[config.mk]
export PLATFORM = sky130hd
export DESIGN_NAME = isa_rdy_width
export DESIGN_NICKNAME = d
export VERILOG_FILES = /design/src/rtl/isa_rdy_width.sv
export SDC_FILE = /design/constraint.sdc
export NUM_CORES = 1
export LEC_CHECK = 0
export BUFFER_PORTS_ARGS = -buffer_cell sky130_fd_sc_hd__buf_4
export CAP_MARGIN = 20
export CORE_AREA = 2 2 39 41
export CTS_BUF_LIST = sky130_fd_sc_hd__clkbuf_16
export DETAILED_ROUTE_END_ITERATION = 7
export DIE_AREA = 0 0 41 43
export GPL_ROUTABILITY_DRIVEN = 1
export PLACE_DENSITY = 0.62
export SLEW_MARGIN = 20
export SYNTH_ARGS = -nofsm -noshare
export SYNTH_HDL_FRONTEND = slang
export SYNTH_SLANG_ARGS = --single-unit
[constraint.sdc]
create_clock -name clk -period 2.4 [get_ports clk]
set_clock_uncertainty 0.15 [all_clocks]
set_input_delay 0.36 -clock clk [delete_from_list [all_inputs] [get_ports clk]]
set_output_delay 0.36 -clock clk [all_outputs]
set_load 0.005 [all_outputs]
[src/rtl/isa_rdy_width.sv]
module isa_rdy_width #(
  parameter logic [9:0] BASE     = 10'h300,
  parameter logic [4:0] WORD_OFS = 5'h10
) (
  input  logic       clk,
  input  logic       rst_n,
  input  logic [9:0] sa,
  input  logic       aen,
  input  logic       bale,
  input  logic       iord_n,
  input  logic       iowr_n,
  input  logic       mrd_n,
  input  logic       mwr_n,
  input  logic       isaclk,
  input  logic       slave_busy,
  input  logic [1:0] mode,
  input  logic       clr_err,
  output logic       chrdy_low,
  output logic       io16_low,
  output logic       bus_err
);
  localparam logic [1:0] MODE_WDLY = 2'd1;
  localparam logic [1:0] MODE_ERDY = 2'd2;

  typedef enum logic [1:0] {E_IDLE, E_HOLD, E_TAIL} early_t;

  early_t est, est_nx;
  logic   clk_q, io_act_q;

  wire in_win   = !aen && (sa[9:5] == BASE[9:5]);
  wire is_word  = in_win && (sa[4:1] == WORD_OFS[4:1]);
  wire io_strb  = !iord_n || !iowr_n;
  wire mem_strb = !mrd_n || !mwr_n;
  wire clk_fall = clk_q && !isaclk;
  wire rdy_norm = in_win && io_strb && slave_busy;
  wire err_hit  = io_act_q && !io_strb && slave_busy;
  wire w16_nx   = (mode == MODE_WDLY) ? (is_word && io_strb) : is_word;

  always_comb begin
    est_nx = est;
    case (est)
      E_IDLE:
        if (mode == MODE_ERDY && bale && in_win && slave_busy && !mem_strb)
          est_nx = E_HOLD;
      E_HOLD:
        if (mem_strb)   est_nx = E_IDLE;
        else if (!bale) est_nx = clk_fall ? E_IDLE : E_TAIL;
      E_TAIL:
        if (mem_strb || clk_fall) est_nx = E_IDLE;
      default: est_nx = E_IDLE;
    endcase
  end

  always_ff @(posedge clk or negedge rst_n) begin
    if (!rst_n) begin
      est       <= E_IDLE;
      clk_q     <= 1'b0;
      io_act_q  <= 1'b0;
      chrdy_low <= 1'b0;
      io16_low  <= 1'b0;
      bus_err   <= 1'b0;
    end else begin
      est       <= est_nx;
      clk_q     <= isaclk;
      io_act_q  <= in_win && io_strb;
      chrdy_low <= rdy_norm || (est_nx != E_IDLE);
      io16_low  <= w16_nx;
      bus_err   <= err_hit || (bus_err && !clr_err);
    end
  end
endmodule

Word level (Yosys, flattened, before mapping) --
Index checks and enable logic that the tools add are counted.
Storage, ports and cells: register bits after elaboration 7, output and inout port bits 3
Operators by class: eq/ne operators 6, reduce and logical (&&, ||, !) cells 29, muxes and demuxes 7
Operators with widths (number):
- $logic_and A1 B1 Y1 | 13
- $mux W2 | 5
- $logic_not A1 Y1 | 9
- $pmux W2 S3 | 1
- $eq A5 B5 Y1 const B | 1
- $logic_or A1 B1 Y1 | 5
- $eq A2 B1 Y1 const B | 2
- $eq A2 B2 Y1 const B | 2
- $eq A4 B4 Y1 const B | 1
- $logic_not A2 Y1 | 1
- $reduce_bool A2 Y1 | 1
- $mux W1 | 1

Longest topological paths before layout --
Gate-level depths: netlist (run 1).
word-level depth 9, mapped depth 3

Least setup slack after synthesis (run 1) --
Ideal clock, no wire load.
path type input port to flip-flop, start point in aen, end point reg chrdy_low, stages 3, setup time 0.137 ns, arrival time 0.867 ns, path slack 1.246 ns, data required time 2.113 ns, cells stage by stage and4bb_2 > a31oi_2 > o211ai_2
On the way: word-level cells in the longest chain between the ends 9
RTL lines:
- from (decl) | line 8 | input logic aen,
- $logic_not A1 Y1 (*) | line 30 | wire in_win = !aen && (sa[9:5] == BASE[9:5]);
- $logic_and A1 B1 Y1 (*) | line 30
- $logic_and A1 B1 Y1 (3 in a row) | line 43 | if (mode == MODE_ERDY && bale && in_win && slave_busy && !mem_strb)
- $mux W2 | line 43
- $pmux W2 S3 | line 41 | case (est)
- $reduce_bool A2 Y1 | line 66 | chrdy_low <= rdy_norm || (est_nx != E_IDLE);
- $logic_or A1 B1 Y1 (*) | line 66
- to (signal assigned) | line 66
- to (decl) | line 18 | output logic chrdy_low,
Mark *: on every way between the ends. The rest lies on a longest branch, timed or not.

Worst setup path after layout (run 1) --
start point reg bus_err, end point out bus_err
RTL lines:
- from (decl) | line 20 | output logic bus_err
- from (signal assigned) | line 68 | bus_err <= err_hit || (bus_err && !clr_err);
No word-level cell between the ends.

==> results of run 1 <==
cells in the final DEF, fill, tap and decap left out, drive strengths merged:
| cell | synthesis | layout |
|---|---|---|
| buf | 0 | 24 |
| dfrtp | 7 | 7 |
| inv | 2 | 3 |
| nand2 | 3 | 3 |
| clkbuf | 0 | 3 |
| nor2 | 3 | 3 |
| nand2b | 2 | 2 |
| nor3b | 1 | 1 |
| nor2b | 1 | 1 |
| o2111ai | 1 | 1 |
| nand4b | 1 | 1 |
| and4bb | 1 | 1 |
| and3b | 1 | 1 |
| a31oi | 1 | 1 |
| a21oi | 1 | 1 |
| nor4b | 1 | 1 |
| o21ai | 1 | 1 |
| nand4 | 1 | 1 |
| o211ai | 1 | 1 |
| o22ai | 1 | 1 |
| dlygate4sd3 | 0 | 1 |
per-stage QoR:
| step | area (µm²) | setup slack (ps) | power, mW | utilization [%] |
|---|---|---|---|---|
| finish | 623 | 1150 | 0.437 | 45.0 |
| global route | 623 | 1100 | 0.459 | 45.0 |
| CTS | 623 | 1140 | 0.444 | 45.0 |
| detailed placement | 534 | 1080 | 0.161 | 38.6 |
| global placement | 534 | 1100 | 0.160 | 38.6 |
| floorplan | 334 | 1250 | 0.129 | - |
final timing paths:
path                       startpoint         to  cells past startpoint
max                           bus_err    bus_err                      1
min                            isaclk      clk_q                      1
max reg2reg                    est[0]  chrdy_low                      3
min reg2reg                  io_act_q    bus_err                      2
max in group asynchronous       rst_n     est[1]                      2
min in group asynchronous       rst_n   io_act_q                      2
layer usage:
metal | global-route usage, % | share of wire, %
met4 | 12.0 | 2.7
met3 | 7.85 | 12
met2 | 17.8 | 49
met5 | 0 | 0
met1 | 11.0 | 37
registers in the layout, indices dropped and copies added (netlist names):
| name | count |
|---|---|
| bus_err | 1 |
| chrdy_low | 1 |
| clk_q | 1 |
| est | 2 |
| io16_low | 1 |
| io_act_q | 1 |
worst register-to-register path, delay by kind of cell (launching register included):
family           cells  cell delay [ps]
AO/OA/AOI/OAI        2              390
flip-flops           1              400
AND/OR/NAND/NOR      1              150
cell type report:
cell class                      instances  area (µm²)  share of cell area, %
Clock inverter                          1        3.75                  0.602
Multi-Input combinational cell         21         151                   24.3
Timing Repair Buffer                   25         190                   30.5
Clock buffer                            3        75.1                   12.0
Tap cell                               16        20.0                   3.21
Sequential cell                         7         175                   28.1
Inverter                                2        7.51                   1.20
power groups by stage:
stage / sequential, mW / combinational (mW) / clock (mW)
after global routing: 0.120 / 0.0433 / 0.296
after CTS: 0.120 / 0.0404 / 0.283
after global placement: 0.122 / 0.0382 / 0
after detailed placement: 0.122 / 0.0391 / 0
final: 0.120 / 0.0397 / 0.277
after floorplan: 0.122 / 0.00698 / 0
kinds of logic after synthesis:
group / count (synthesis)
AOI/OAI and AO/OA: 6
buffers and inverters: 2
DFF: 7
and+or+nand+nor: 15
repair_timing:
action	4_1_cts	5_1_grt
hold buffers	1	0
endpoints found under the hold margin	7	0
setup endpoints to repair	0	0
==> impl_metrics.ini, run 1 <==
[outcome]
status = completed

[pwr]
powerDensity_nw_per_um2 = 701
p_switching_mw = 0.0737
swShare_pct = 16.9
clkPwrFrac_pct = 63.4
intPower_mw = 0.363
pwr-share-seq_pct = 27.5
ir_drop_mv = 0.376
p_leak_nw = 0.312
pwr-share-comb_pct = 9.1

[route]
drt_iter0_markers = 1
vias_per_cell = 4.68
vias = 351
wire_per_inst_um = 11.2
ant_nets = 0
wl_um = 837
first_pass_iters = 2
drc = 0

[layout]
finalNonFillerCells = 75
num-fill-cells = 139
antenna-diode-count = 0
area_growth_syn_to_layout_pct = 86.5
nNetsFinal = 83
drive_gt1_share_pct = 52.5

[global_route]
grt_overflow = 0
grtUsageTotal_pct = 12.5
antenna_found_initial = 0
grt_max_degree = 8
grt_pass1_vias = 343
grt_pass1_wl_mm = 1.30

[yosys]
syn_area_um2 = 334
synth_compound_area_share_pct = 15.0
synthArstFlopShare_pct = 100
yosys.area_share.simple_pct = 30.3
synthAdderAreaFrac_pct = 0
synth_top_area_share_pct = 52.4
ys_seq_area_share_pct = 52.4
synth_warnings = 0
syn_area_per_cell_um2 = 11.1
yosysTopAreaCell = dfrtp_1
syn_nets = 53
synthFlopType = dfrtp_1
muxShareOfSynthArea_pct = 0
synth_top_family_by_area = simple AND/OR/NAND/NOR gates
ys_seq_elements = 7
synth_common_cells = dfrtp_1, nand2_1, inv_1, nand2b_1, nor2_1
synth_most_common_cell = dfrtp_1
ys_types = 19
synth.area.top_cells = dfrtp_1, a31oi_2, and4bb_2
syn_inst = 30
synth_edf_count = 0
synth_xor_area_share_pct = 0

[setup_path]
crit_path_max_fanout = 2
arrival_ps = 740
path_buf_inv = 1
end_kind = primary output
cp_cell_sequence = buf_4
critPathKind = reg -> out
cpLargestDelayFamily = flip-flops
start_kind = register
critPathMaxStageDelay_ps = 370
critPathSlowestCell = dfrtp_1
rrSetupSlack_ps = 1180
required_ps = 1890

[floorplan]
rows = 14
ioPinCount = 26
start_util_pct = 24.1
fp.dieW_um = 41
dieArea_um2 = 1760
die_height_um = 43
core_area_um2 = 1380

[placement]
routabilityCongestion = 0.615
dpl.hpwl_um = 683
io_buffers = 24
dpl.cell_count = 70

[flow_run]
drv_cap = 0

[clocking]
clock_latency_ps = 230
cts_max_path_buffers = 2
cts_buffers = 3
cts.sink_count = 7
postCtsSetupBuffers = 0
root_buffer = clkbuf_16
h-tree-depth = 1
clkTransAtPathRegs_ps = 30
post_cts_resized = 0
cts_tree = built

[sta]
fmax_mhz = 799
tns_ps = 0
setup_violations = 0
layout_min_cycle_time_ps = 1250
worst_slew_pin_slew_ps = 267
slew_viol_final = 0
finalHoldViolations = 0
timing.hold.ws_ps = 96.3
relSlewSlack_pct = 82.2
rsz0062_at_grt = no
finalCritPeriodShare_pct = 52.1

[hold_path]
hold_path_class = in -> reg
Note: power is estimated with default switching activity, not from simulation.
==> run 2: changes to the inputs <==
--- a/config.mk
+++ b/config.mk
@@ -5,6 +5,7 @@
 export SDC_FILE = /design/constraint.sdc
 export NUM_CORES = 1
 export LEC_CHECK = 0
+export ABC_AREA = 1
 export BUFFER_PORTS_ARGS = -buffer_cell sky130_fd_sc_hd__buf_4
 export CAP_MARGIN = 20
 export CORE_AREA = 2 2 39 41
@@ -12,7 +13,7 @@
 export DETAILED_ROUTE_END_ITERATION = 7
 export DIE_AREA = 0 0 41 43
 export GPL_ROUTABILITY_DRIVEN = 1
-export PLACE_DENSITY = 0.62
+export PLACE_DENSITY = 0.68
 export SLEW_MARGIN = 20
 export SYNTH_ARGS = -nofsm -noshare
 export SYNTH_HDL_FRONTEND = slang
==> constraint.sdc (replaced) <==
create_clock -name clk -period 1 [get_ports clk]
set_clock_uncertainty 0.15 [all_clocks]
set_input_delay 0.15 -clock clk [delete_from_list [all_inputs] [get_ports clk]]
set_output_delay 0.15 -clock clk [all_outputs]
set_load 0.005 [all_outputs]
==> run 2 against run 1 <==
  * Sequential share of layout area decreased by 4.2 points
  * The flow now finishes with violations (setup timing)
  * Synthesized area rose by 16%
  * Power up 140%
  * Clock-buffer cell count is the same
  * Non-clock buffer count increased by 4
  * Global-route usage decreased by 0.16 points
==> impl_metrics.ini, run 2 <==
[hold_path]
hold_path_class = in -> reg

[route]
vias = 436
ant_nets = 0
wl_um = 893
vias_per_cell = 4.19
first_pass_iters = 4
drt_iter0_markers = 7
wire_per_inst_um = 8.59
drc = 0

[yosys]
yosys.area_share.simple_pct = 37.2
synth_warnings = 0
syn_nets = 78
synth_most_common_cell = inv_1
synth.area.top_cells = dfrtp_1, inv_1, nand2_1
ys_seq_area_share_pct = 45.3
syn_inst = 55
synth_compound_area_share_pct = 3.88
ys_seq_elements = 7
ys_types = 12
synthAdderAreaFrac_pct = 0
synthArstFlopShare_pct = 100
synth_common_cells = inv_1, nand2_1, dfrtp_1, nor2_1, nand3_1
synth_xor_area_share_pct = 0
synth_edf_count = 0
synth_top_family_by_area = simple AND/OR/NAND/NOR gates
syn_area_per_cell_um2 = 7.03
muxShareOfSynthArea_pct = 0
synthFlopType = dfrtp_1
yosysTopAreaCell = dfrtp_1
synth_top_area_share_pct = 45.3
syn_area_um2 = 387

[layout]
largest_reg_flops = 2
num-fill-cells = 144
nNetsFinal = 112
area_growth_syn_to_layout_pct = 89.6
layout_commonest_cell = buf_4
drive_gt1_share_pct = 44.3
final_cell_mix = buf_4, inv_1, nand2_1
top_register = est
fin_util_pct = 53.0
antenna-diode-count = 0

[clocking]
clock_latency_ps = 230
cts_tree = built
cts_max_path_buffers = 2
cts_buffers = 3
cts.sink_count = 7
root_buffer = clkbuf_16
clkTransAtPathRegs_ps = 40
h-tree-depth = 1

[sta]
layout_min_cycle_time_ps = 1040
layout_setup_ws_ps = -43.7
finalHoldViolations = 0
finalCritPeriodShare_pct = 104
setup_violations = 3
rsz0062_at_grt = yes
relSlewSlack_pct = 86.9
slew_viol_final = 0
fmax_mhz = 958
worst_slew_pin_slew_ps = 195

[setup_path]
rrSetupSlack_ps = -40
start_kind = register
crit_path_max_fanout = 2
path_buf_inv = 3
cp_cell_sequence = inv_2 -> a21oi_2 -> inv_1 -> nand2_1 -> inv_1 -> nand2_2 -> nand2_2
required_ps = 960
arrival_ps = 1010
critPathKind = reg -> reg
cpLargestDelayFamily = flip-flops
critPathMaxStageDelay_ps = 350
critPathSlowestCell = dfrtp_1
end_kind = register

[flow_run]
drv_cap = 0

[floorplan]
die_height_um = 43
ioPinCount = 26
dieArea_um2 = 1760
rows = 14
core_area_um2 = 1380
fp.dieW_um = 41
start_util_pct = 27.9

[pwr]
p_leak_nw = 0.417
design_power_total_mw = 1.06
ir_drop_mv = 0.726
powerDensity_nw_per_um2 = 1440

[outcome]
violations = setup timing
status = complete, but fails checks

[global_route]
grt_pass1_vias = 387
grt_pass1_wl_mm = 1.43
grt_overflow = 0
grtUsageTotal_pct = 12.3
grt_max_degree = 8
antenna_found_initial = 0

[placement]
routabilityCongestion = 0.717
io_buffers = 24
post-place-ws_ps = -58.9
dpl.hpwl_um = 716
## run 2: cell types whose count changed in the layout (fill, tap and decap cells not counted), sizes merged, moves of 2 or more
cell | previous run | this run
buf | 24 | 26
dlygate4sd3 | 1 | 3
inv | 3 | 15
nand2 | 3 | 15
nand2b | 2 | 0
nand3 | 0 | 4
nor2 | 3 | 9
nor3 | 0 | 2
## run 2: worst paths after layout
check	end	startpoint	cells past startpoint
worst max-delay path	chrdy_low	est[1]	7
worst min-delay path	io16_low	sa[5]	4
worst max register to register	chrdy_low	est[1]	7
worst min register to register	bus_err	io_act_q	2
max in group asynchronous	io_act_q	rst_n	2
min in group asynchronous	clk_q	rst_n	2
## run 2: metal layers
| layer | routed length, µm | track usage, % | vias up |
|---|---|---|---|
| met5 | 0 | 0 | - |
| met1 | 343 | 13.7 | 181 |
| met3 | 111 | 5.76 | 2 |
| met4 | 8 | 8.00 | 0 |
| met2 | 430 | 17.8 | 23 |
| li1 | - | - | 230 |
## run 2: metrics by stage
stage                     instance area (µm²)  std cells  TNS (ps)  hold slack, ps
after floorplan                           387         55         0            -296
after global placement                    594         96     -60.9            -184
after detailed placement                  594         96     -91.1            -181
after CTS                                 714        103      -122            26.2
after global routing                      733        104      -286            43.2
final                                     733        104     -93.7            20.3
## run 2: cell families after synthesis
group	after synthesis
and+or+nand+nor	32
buffers and inverters	14
DFF	7
AOI/OAI and AO/OA	2
## run 2: what timing repair did
action | CTS | global route
cloned | 0 | 0
gates resized for setup | 4 | 3
pin swaps | 1 | 0
endpoints found under the hold margin | 9 | 0
hold buffers | 3 | 0
setup endpoints to repair | 5 | 6
setup buffers | 0 | 1
## run 2: where the power goes
part	leakage [nW]	total (mW)	internal (mW)	switching [mW]
sequential	0.0954	0.289	0.288	0.00124
clock	0.0423	0.653	0.518	0.135
combinational	0.280	0.115	0.0721	0.0430
total	0.417	1.06	0.878	0.179
## run 2: layout make-up
type	instances	area, µm²	area share, %
flip-flops and latches	7	175	23.9
inverters	14	52.6	7.17
clock buffers	3	75.1	10.2
repair buffers	29	236	32.3
well taps	16	20.0	2.73
clock inverters	1	3.75	0.512
multi-input cells	34	170	23.2
## run 2: worst min-delay path: cells and delay by family
family | cells | cell delay, ps
buffers and inverters | 1 | 80
AND/OR/NAND/NOR | 3 | 130
==> run 3: changes to the inputs <==
--- a/config.mk
+++ b/config.mk
@@ -5,7 +5,6 @@
 export SDC_FILE = /design/constraint.sdc
 export NUM_CORES = 1
 export LEC_CHECK = 0
-export ABC_AREA = 1
 export BUFFER_PORTS_ARGS = -buffer_cell sky130_fd_sc_hd__buf_4
 export CAP_MARGIN = 20
 export CORE_AREA = 2 2 39 41
@@ -13,7 +12,7 @@
 export DETAILED_ROUTE_END_ITERATION = 7
 export DIE_AREA = 0 0 41 43
 export GPL_ROUTABILITY_DRIVEN = 1
-export PLACE_DENSITY = 0.68
+export PLACE_DENSITY = 0.64
 export SLEW_MARGIN = 20
 export SYNTH_ARGS = -nofsm -noshare
 export SYNTH_HDL_FRONTEND = slang
==> run 3 against run 2 <==
  * The flow still finishes with violations (setup timing)
  * Sequential cell count unchanged
  * Cell area shrank 2.2%
  * Combinational power about the same
  * Global-route usage decreased by 0.064 points
  * Via count is 16% lower
  * Sequential power is essentially flat
  * Register-to-register slack lost 100 ps
  * Critical path type unchanged
  * Critical endpoint unchanged
  * Largest power group unchanged
==> impl_metrics.ini, run 3 (same netlist as run 1, synthesis figures left out) <==
[floorplan]
fp.dieW_um = 41
ioPinCount = 26
rows = 14
core_area_um2 = 1380
dieArea_um2 = 1760
die_height_um = 43
start_util_pct = 24.1

[global_route]
antenna_found_initial = 0
grt_pass1_wl_mm = 1.28
grtUsageMet1_pct = 9.90
grt_pass1_vias = 363
grtUsageMet3_pct = 7.85
grtUsageTotal_pct = 12.2
grt.busiest_layer = met2
grt_use_met2_pct = 19.1
grt_overflow = 0
grt_max_degree = 8

[sta]
finalCritPeriodShare_pct = 115
tns_ps = -276
relSlewSlack_pct = 84.1
rsz0062_at_grt = yes
layout_setup_ws_ps = -147
layout_min_cycle_time_ps = 1150
slew_viol_final = 0
fmax_mhz = 872
finalHoldViolations = 0
setup_violations = 5
worst_slew_pin_slew_ps = 235

[hold_path]
worstHoldPathCells = 4
hold_path_class = in -> reg

[route]
wire_per_inst_um = 10.3
vias = 366
ant_nets = 0
wl_um = 842
drc = 0
first_pass_iters = 2
vias_per_cell = 4.46
drt_iter0_markers = 2

[layout]
antenna-diode-count = 0
largest_reg_flops = 2
finalNonFillerCells = 82
area_growth_syn_to_layout_pct = 115
layout_commonest_cell = buf_4
drive_gt1_share_pct = 54.5
nNetsFinal = 90
final_cell_mix = buf_4, dfrtp_1, dlygate4sd3_1
top_register = est

[setup_path]
ff2ff_path_depth = 3
end_kind = register
path_buf_inv = 0
cpLargestDelayFamily = flip-flops
crit_path_max_fanout = 3
arrival_ps = 1100
start_kind = register
required_ps = 950
crit_cells = 3
critPathSlowestCell = dfrtp_1
critPathMaxStageDelay_ps = 380
cp_cell_sequence = nor2b_1 -> o2111ai_2 -> o211ai_2
critPathKind = reg -> reg

[clocking]
cts_max_path_buffers = 2
cts_tree = built
h-tree-depth = 1
cts_buffers = 3
clock_latency_ps = 230
root_buffer = clkbuf_16
cts.sink_count = 7
clkTransAtPathRegs_ps = 30

[pwr]
ir_drop_mv = 0.855
powerDensity_nw_per_um2 = 1490
design_power_total_mw = 1.07
p_leak_nw = 0.351

[placement]
dpl.cell_count = 72
routabilityCongestion = 0.663
io_buffers = 24

[outcome]
violations = setup timing
status = complete, but fails checks

[flow_run]
drv_cap = 0
==> run 3: cell types whose count changed in the layout (fill, tap and decap cells not counted), sizes merged, moves of 2 or more <==
cell / previous run / this run
nand2: 15 / 3
nand2b: 0 / 2
dlygate4sd3: 3 / 5
nor2: 9 / 3
nor3: 2 / 0
nand3: 4 / 0
inv: 15 / 3
==> run 3: per-stage QoR <==
| stage | area [µm²] | utilization (%) | hold WS (ps) | setup slack (ps) |
|---|---|---|---|---|
| 6_report | 717 | 51.8 | 21.5 | -147 |
| 5_1_grt | 717 | 51.8 | 34.6 | -199 |
| 4_1_cts | 717 | 51.8 | 25.5 | -155 |
| 3_5_place_dp | 561 | 40.5 | -184 | -138 |
| 3_3_place_gp | 561 | 40.5 | -185 | -115 |
| 2_1_floorplan | 345 | - | -296 | -90.3 |
==> run 3: worst paths after layout <==
kind,from,end,slack (ps)
hold reg to reg,io_act_q,bus_err,360
hold / removal,sa[2],io16_low,20
setup reg to reg,est[1],chrdy_low,-150
min in group asynchronous,rst_n,chrdy_low,120
max in group asynchronous,rst_n,bus_err,460
setup / recovery,est[1],chrdy_low,-150
==> run 3: metal layers <==
| layer | share of wire (%) | vias up |
|---|---|---|
| li1 | - | 180 |
| met1 | 36 | 166 |
| met4 | 1.4 | 0 |
| met3 | 9.0 | 2 |
| met5 | 0 | - |
| met2 | 54 | 18 |
==> run 3: final cells by class <==
class / instances / area [µm²]
Clock buffer: 3 / 75.1
Tap cell: 16 / 20.0
Fill cell: 129 / 667
Inverter: 2 / 7.51
Clock inverter: 1 / 3.75
Sequential cell: 7 / 175
Timing Repair Buffer: 32 / 264
Multi-Input combinational cell: 21 / 171
==> run 3: power by group <==
| part | switching, mW | internal [mW] | leakage (nW) |
|---|---|---|---|
| registers | 0.000757 | 0.288 | 0.0954 |
| clock network | 0.147 | 0.519 | 0.0423 |
| logic | 0.0366 | 0.0779 | 0.213 |
==> run 3: repair_timing <==
item / CTS / global route
hold endpoints to repair: 10 / 0
gates resized for setup: 4 / 0
endpoints found under the setup margin: 6 / 6
setup buffers: 1 / 0
hold buffers: 5 / 0
==> run 3: worst reg2reg max path, stage by stage, from the launching register on <==
cell and delay, ps:
dfrtp_1 380, nor2b_1 150, o2111ai_2 230, o211ai_2 120
